===== src/rtl/gpio_bank_pkg.sv =====
package gpio_bank_pkg;
  localparam logic [3:0] A_EN      = 4'd0;
  localparam logic [3:0] A_STAT    = 4'd1;
  localparam logic [3:0] A_DISP    = 4'd2;
  localparam logic [3:0] A_CLR     = 4'd3;
  localparam logic [3:0] A_MSET    = 4'd4;
  localparam logic [3:0] A_MCLR    = 4'd5;
  localparam logic [3:0] A_OUT     = 4'd6;
  localparam logic [3:0] A_IN      = 4'd7;
  localparam logic [3:0] A_DIR     = 4'd8;
  localparam logic [3:0] A_MODE_LO = 4'd9;
  localparam logic [3:0] A_MODE_HI = 4'd10;

  localparam int MODE_W    = 3;
  localparam int FIELD_W   = 4;
  localparam int PINS_PER_MODE_WORD = 8;

  localparam logic [MODE_W-1:0] DM_FALL = 3'd0;
  localparam logic [MODE_W-1:0] DM_RISE = 3'd1;
  localparam logic [MODE_W-1:0] DM_LOW  = 3'd2;
  localparam logic [MODE_W-1:0] DM_HIGH = 3'd3;
  localparam logic [MODE_W-1:0] DM_BOTH = 3'd4;
endpackage


===== src/rtl/gpio_in_sync.sv =====
module gpio_in_sync #(
  parameter int W = 16
) (
  input  logic         clk,
  input  logic         rst_n,
  input  logic         soft_rst,
  input  logic [W-1:0] din,
  output logic [W-1:0] sync_o,
  output logic [W-1:0] prev_o
);
  logic [W-1:0] meta_q, meta_d;
  logic [W-1:0] sync_q, sync_d;
  logic [W-1:0] prev_q, prev_d;

  always_comb begin
    if (soft_rst) begin
      meta_d = '0;
      sync_d = '0;
      prev_d = '0;
    end else begin
      meta_d = din;
      sync_d = meta_q;
      prev_d = sync_q;
    end
  end

  always_ff @(posedge clk or negedge rst_n) begin
    if (!rst_n) begin
      meta_q <= '0;
      sync_q <= '0;
      prev_q <= '0;
    end else begin
      meta_q <= meta_d;
      sync_q <= sync_d;
      prev_q <= prev_d;
    end
  end

  assign sync_o = sync_q;
  assign prev_o = prev_q;
endmodule


===== src/rtl/gpio_evt_det.sv =====
module gpio_evt_det
  import gpio_bank_pkg::*;
(
  input  logic [MODE_W-1:0] mode,
  input  logic              cur,
  input  logic              prev,
  output logic              evt
);
  always_comb begin
    unique case (mode)
      DM_FALL: evt = prev & ~cur;
      DM_RISE: evt = ~prev & cur;
      DM_LOW:  evt = ~cur;
      DM_HIGH: evt = cur;
      DM_BOTH: evt = prev ^ cur;
      default: evt = 1'b0;
    endcase
  end
endmodule


===== src/rtl/gpio_irq_status.sv =====
module gpio_irq_status #(
  parameter int NPINS = 16
) (
  input  logic             clk,
  input  logic             rst_n,
  input  logic             soft_rst,
  input  logic [NPINS-1:0] evt,
  input  logic [NPINS-1:0] en,
  input  logic [NPINS-1:0] wbits,
  input  logic             clr_we,
  input  logic             mset_we,
  input  logic             mclr_we,
  output logic [NPINS-1:0] status_o,
  output logic [NPINS-1:0] mask_o,
  output logic             irq_o
);
  logic [NPINS-1:0] status_q, status_d;
  logic [NPINS-1:0] mask_q, mask_d;
  logic [NPINS-1:0] clr_bits, set_bits;

  always_comb begin
    clr_bits = clr_we ? wbits : '0;
    set_bits = evt & en;
    if (soft_rst) begin
      status_d = '0;
      mask_d   = '0;
    end else begin
      status_d = (status_q & ~clr_bits) | set_bits;
      mask_d   = mask_q;
      if (mset_we) mask_d = mask_q | wbits;
      if (mclr_we) mask_d = mask_q & ~wbits;
    end
  end

  always_ff @(posedge clk or negedge rst_n) begin
    if (!rst_n) begin
      status_q <= '0;
      mask_q   <= '0;
    end else begin
      status_q <= status_d;
      mask_q   <= mask_d;
    end
  end

  assign status_o = status_q;
  assign mask_o   = mask_q;
  assign irq_o    = |(status_q & ~mask_q);
endmodule


===== src/rtl/gpio_bank.sv =====
module gpio_bank
  import gpio_bank_pkg::*;
#(
  parameter int NPINS = 16
) (
  input  logic             clk,
  input  logic             rst_n,
  input  logic             soft_rst,
  input  logic             wr_en,
  input  logic             rd_en,
  input  logic [3:0]       addr,
  input  logic [31:0]      wdata,
  output logic [31:0]      rdata,
  input  logic [NPINS-1:0] pin_in,
  output logic [NPINS-1:0] pin_out,
  output logic [NPINS-1:0] pin_oe,
  output logic             irq
);
  localparam int SLOTS = PINS_PER_MODE_WORD;

  logic [NPINS-1:0] en_q, en_d;
  logic [NPINS-1:0] out_q, out_d;
  logic [NPINS-1:0] dir_q, dir_d;
  logic [NPINS-1:0] sync_w, prev_w, evt_w, stat_w, mask_w;
  logic [MODE_W-1:0] mode_vec [NPINS];
  logic [31:0] mode_lo_img, mode_hi_img;
  logic [31:0] rdata_q, rdata_d;
  logic [NPINS-1:0] wbits;

  assign wbits = wdata[NPINS-1:0];

  gpio_in_sync #(.W(NPINS)) u_sync (
    .clk(clk), .rst_n(rst_n), .soft_rst(soft_rst),
    .din(pin_in), .sync_o(sync_w), .prev_o(prev_w)
  );

  for (genvar g = 0; g < NPINS; g++) begin : g_pin
    localparam int FP = (g < SLOTS) ? FIELD_W * g : FIELD_W * (g - SLOTS);
    localparam logic [3:0] MSEL = (g < SLOTS) ? A_MODE_LO : A_MODE_HI;
    logic [MODE_W-1:0] mode_q, mode_d;

    always_comb begin
      mode_d = mode_q;
      if (soft_rst) mode_d = '0;
      else if (wr_en && addr == MSEL) mode_d = wdata[FP +: MODE_W];
    end

    always_ff @(posedge clk or negedge rst_n) begin
      if (!rst_n) mode_q <= '0;
      else        mode_q <= mode_d;
    end

    assign mode_vec[g] = mode_q;

    gpio_evt_det u_det (
      .mode(mode_q), .cur(sync_w[g]), .prev(prev_w[g]), .evt(evt_w[g])
    );
  end

  for (genvar s = 0; s < SLOTS; s++) begin : g_img
    if (s < NPINS) begin : g_lo
      assign mode_lo_img[FIELD_W*s +: FIELD_W] = {1'b0, mode_vec[s]};
    end else begin : g_lo0
      assign mode_lo_img[FIELD_W*s +: FIELD_W] = '0;
    end
    if (s + SLOTS < NPINS) begin : g_hi
      assign mode_hi_img[FIELD_W*s +: FIELD_W] = {1'b0, mode_vec[s+SLOTS]};
    end else begin : g_hi0
      assign mode_hi_img[FIELD_W*s +: FIELD_W] = '0;
    end
  end

  gpio_irq_status #(.NPINS(NPINS)) u_stat (
    .clk(clk), .rst_n(rst_n), .soft_rst(soft_rst),
    .evt(evt_w), .en(en_q), .wbits(wbits),
    .clr_we(wr_en && addr == A_CLR),
    .mset_we(wr_en && addr == A_MSET),
    .mclr_we(wr_en && addr == A_MCLR),
    .status_o(stat_w), .mask_o(mask_w), .irq_o(irq)
  );

  always_comb begin
    en_d  = en_q;
    out_d = out_q;
    dir_d = dir_q;
    if (soft_rst) begin
      en_d  = '0;
      out_d = '0;
      dir_d = '0;
    end else if (wr_en) begin
      if (addr == A_EN)  en_d  = wbits;
      if (addr == A_OUT) out_d = wbits;
      if (addr == A_DIR) dir_d = wbits;
    end
  end

  always_comb begin
    rdata_d = rdata_q;
    if (soft_rst) begin
      rdata_d = '0;
    end else if (rd_en) begin
      case (addr)
        A_EN:      rdata_d = 32'(en_q);
        A_STAT:    rdata_d = 32'(stat_w);
        A_DISP:    rdata_d = 32'(evt_w);
        A_MSET,
        A_MCLR:    rdata_d = 32'(mask_w);
        A_OUT:     rdata_d = 32'(out_q);
        A_IN:      rdata_d = 32'(sync_w);
        A_DIR:     rdata_d = 32'(dir_q);
        A_MODE_LO: rdata_d = mode_lo_img;
        A_MODE_HI: rdata_d = mode_hi_img;
        default:   rdata_d = '0;
      endcase
    end
  end

  always_ff @(posedge clk or negedge rst_n) begin
    if (!rst_n) begin
      en_q    <= '0;
      out_q   <= '0;
      dir_q   <= '0;
      rdata_q <= '0;
    end else begin
      en_q    <= en_d;
      out_q   <= out_d;
      dir_q   <= dir_d;
      rdata_q <= rdata_d;
    end
  end

  assign rdata   = rdata_q;
  assign pin_out = out_q;
  assign pin_oe  = dir_q;
endmodule


===== config.mk =====
export PLATFORM = sky130hd
export DESIGN_NAME = gpio_bank
export DESIGN_NICKNAME = d
export VERILOG_FILES = /design/src/rtl/gpio_bank_pkg.sv /design/src/rtl/gpio_in_sync.sv /design/src/rtl/gpio_evt_det.sv /design/src/rtl/gpio_irq_status.sv /design/src/rtl/gpio_bank.sv
export SDC_FILE = /design/constraint.sdc
export NUM_CORES = 1
export LEC_CHECK = 0
export BUFFER_PORTS_ARGS = -buffer_cell sky130_fd_sc_hd__buf_2
export CAP_MARGIN = 20
export CORE_ASPECT_RATIO = 0.9
export CORE_MARGIN = 3
export CORE_UTILIZATION = 60
export CTS_BUF_LIST = sky130_fd_sc_hd__clkbuf_16
export DETAILED_ROUTE_END_ITERATION = 7
export PLACE_DENSITY = 0.82
export SYNTH_ARGS = -nofsm -noshare
export SYNTH_HDL_FRONTEND = slang
export SYNTH_SLANG_ARGS = --single-unit

===== constraint.sdc =====
create_clock -name clk -period 4.34 [get_ports clk]
set_input_delay 0.434 -clock clk [delete_from_list [all_inputs] [get_ports clk]]
set_output_delay 0.434 -clock clk [all_outputs]
set_load 0.01 [all_outputs]

==> impl_metrics.yaml <==
detailed_routing:
  avgRoutedWirePerCell_um: 21.27
  via_count: 9213
  drt_wl_total_um: 30720
  post-route-drc-count: 0
  drtIter0Drc: 1296
  antenna_left: 0
  viasPerCell: 6.380
  drt_first_pass_iters: 8
die:
  die_area_um2: 19500
  die_w_um: 146.9
  start_util_pct: 62.39
  ioPinCount: 122
  die_h_um: 132.8
  num_rows: 45
  core_area_um2: 17170
timing:
  finalClockSkew_ps: 7.378
  worst_slack_ps: 1751
  rsz0062_at_grt: "no"
  maxSlewViolCount: 0
  holdWs_ps: 37.68
  fin_crit_ps: 2589
  setup_tns_ps: 0
  hold_viol: 0
  tightest_slew_ps: 1053
  fmax_mhz: 386.2
  fin_crit_sh_pct: 59.66
  max-slew-margin-rel_pct: 29.81
  setup_viol: 0
critical_path:
  cp-end-kind: "register"
  path_cells: "buf_2 -> nor4bb_2 -> a21oi_4 -> buf_4 -> nand2_1 -> o31ai_1"
  crit_fanout: 43
  cpMaxStageDelayCell: "nor4bb_2"
  crit_path_start_kind: "primary input"
  required_ps: 4700
  worst-setup-path-type: "primary input to register"
  crit_buf_inv: 2
  slowest_delay_ps: 950
  cp_data_arrival_time_ps: 2950
  cpLargestDelayFamily: "simple AND/OR/NAND/NOR gates"
  r2r_slack_ps: 2390
final_layout:
  top_register: "g_pin.mode_q"
  multi_input_area_um2: 5022
  antennaDiodeCount: 0
  fill_cells: 1324
  nets: 1284
  largest_reg_flops: 48
  final_cell_mix: "dfrtp_1, nand2_1, buf_2, a21oi_1, inv_1"
  regArea_um2: 5105
  area_growth_pct: 12.36
  mostFrequentLayoutCell: "dfrtp_1"
  drive_gt1_share_pct: 14.64
  fin_util_pct: 70.10
clock_network:
  clk_pin_slew_ps: 60
  clock_sinks: 204
  clock-root-buffer: "clkbuf_16"
  clock_latency_ps: 500
  h-tree-depth: 1
  post_cts_buffers: 0
  cts_tree: "done"
  post_cts_resized: 0
  clockBufferDepth: 3
  cts_made_buffers: 22
  cts_hold_buf: 0
global_routing:
  antenna_found_initial: 0
  grt_max_degree: 109
  grt_usage_pct: 31.33
  grt-ovfl-total: 0
  grt_pass1_vias: 8977
  grt_first_pass_wirelength_um: 48870
synth:
  synth_edf_count: 0
  yosys_warnings: 0
  avgSynthCellArea_um2: 9.618
  async_reset_ff_share_pct: 100.0
  syn_inst: 1114
  yosys.area.top_type: "dfrtp_1"
  synth-seq-cells: 204
  synth_area_um2: 10710
  synth_top_area_share_pct: 47.65
  ys_types: 71
  ys_seq_area_share_pct: 47.65
  ys.flop_type: "dfrtp_1"
  synthTopCellsByArea: "dfrtp_1, mux2i_1, nand2_1"
run:
  max_cap_violations: 0
power_and_ir_drop:
  seqPwrFrac_pct: 49.6
  p_per_area_nw_per_um2: 337.0
  combPwrFrac_pct: 9.1
  netSwitchingPower_mw: 1.039
  power_mw: 4.056
  p_sw_share_pct: 25.60
  vdd_ir_drop_max_v: 0.0003081
  clkPwrFrac_pct: 41.3
  p_int_mw: 3.018
  p_leak_nw: 5.393
place:
  portBuffers: 113
  gp_congestion: 0.9502
  post-place-ws_ps: 1409
  dpl.hpwl_um: 20550
status:
  status: "finished clean"
worst_hold_path:
  hold_class: "primary input to asynchronous set/reset pin"
-- metal layers --
metal  up-vias  share of wire [%]  global-route usage [%]
li1       4070                  -                       -
met1      4516                 39                   42.65
met3       119                9.6                   6.678
met4         0                5.0                   14.16
met2       508                 46                   48.66
met5         -                  0                       0
-- final cells by class --
class	instances	share of cell area, %
Clock inverter	15	0.4781
Tap cell	235	2.443
Sequential cell	204	42.41
Clock buffer	23	4.781
Multi-Input combinational cell	768	41.72
Inverter	68	2.120
Timing Repair Buffer	131	6.049
-- worst register-to-register path, stage by stage, from the launching register on --
cell,delay (ps)
dfrtp_1,450
ha_1,300
or4b_2,660
o21ai_0,150
o21ai_0,130
o311ai_1,140
-- cell usage after synthesis, types with 10 or more instances --
cell and count:
o31ai_1 23, nand2_1 139, inv_1 68, buf_2 26, ha_1 32, nor3_1 23, buf_4 11, nor2b_1 35
mux2i_1 72, dfrtp_1 204, nor2_1 64, nand2b_1 33, a311oi_1 10, a22oi_1 15, xor2_1 11, o21ai_0 56
clkbuf_1 34, a21oi_1 80, nor3b_1 12, nor4b_1 12
-- cell families after synthesis --
family	share of synthesized area (%)
XOR/XNOR	0.8992
buffers and inverters	5.909
AND/OR/NAND/NOR	19.12
multiplexers	6.937
flip-flops	47.65
other	0.03500
AO/OA/AOI/OAI	15.72
adder cells (fa/ha/maj)	3.737
-- power by group through the flow --
stage               Clock [mW]  Combinational, mW  Sequential, mW
finish                    1.68              0.370            2.01
global route              1.77              0.406            2.02
CTS                       1.70              0.366            2.01
detailed placement           0              0.364            2.04
global placement             0              0.353            2.04
floorplan                    0              0.212            2.03
-- through the flow --
step           cell area [µm²]  cells
2_1_floorplan            10730   1117
3_3_place_gp             11400   1406
3_5_place_dp             11400   1406
4_1_cts                  12040   1444
5_1_grt                  12040   1444
6_report                 12040   1444
-- worst paths after layout --
| path | depth (start not counted) | to | startpoint |
|---|---|---|---|
| min in group clk | 2 | u_sync.meta_q[5] | pin_in[5] |
| hold reg to reg | 1 | u_sync.sync_o[11] | u_sync.meta_q[11] |
| setup / recovery | 6 | g_pin[8].mode_q[2] | addr[3] |
| setup reg to reg | 5 | rdata[12] | u_sync.sync_o[12] |
| hold / removal | 1 | rdata[30] | rst_n |
| max in group asynchronous | 2 | u_stat.status_o[0] | rst_n |
No activity file was read; power rests on OpenSTA's default activity.
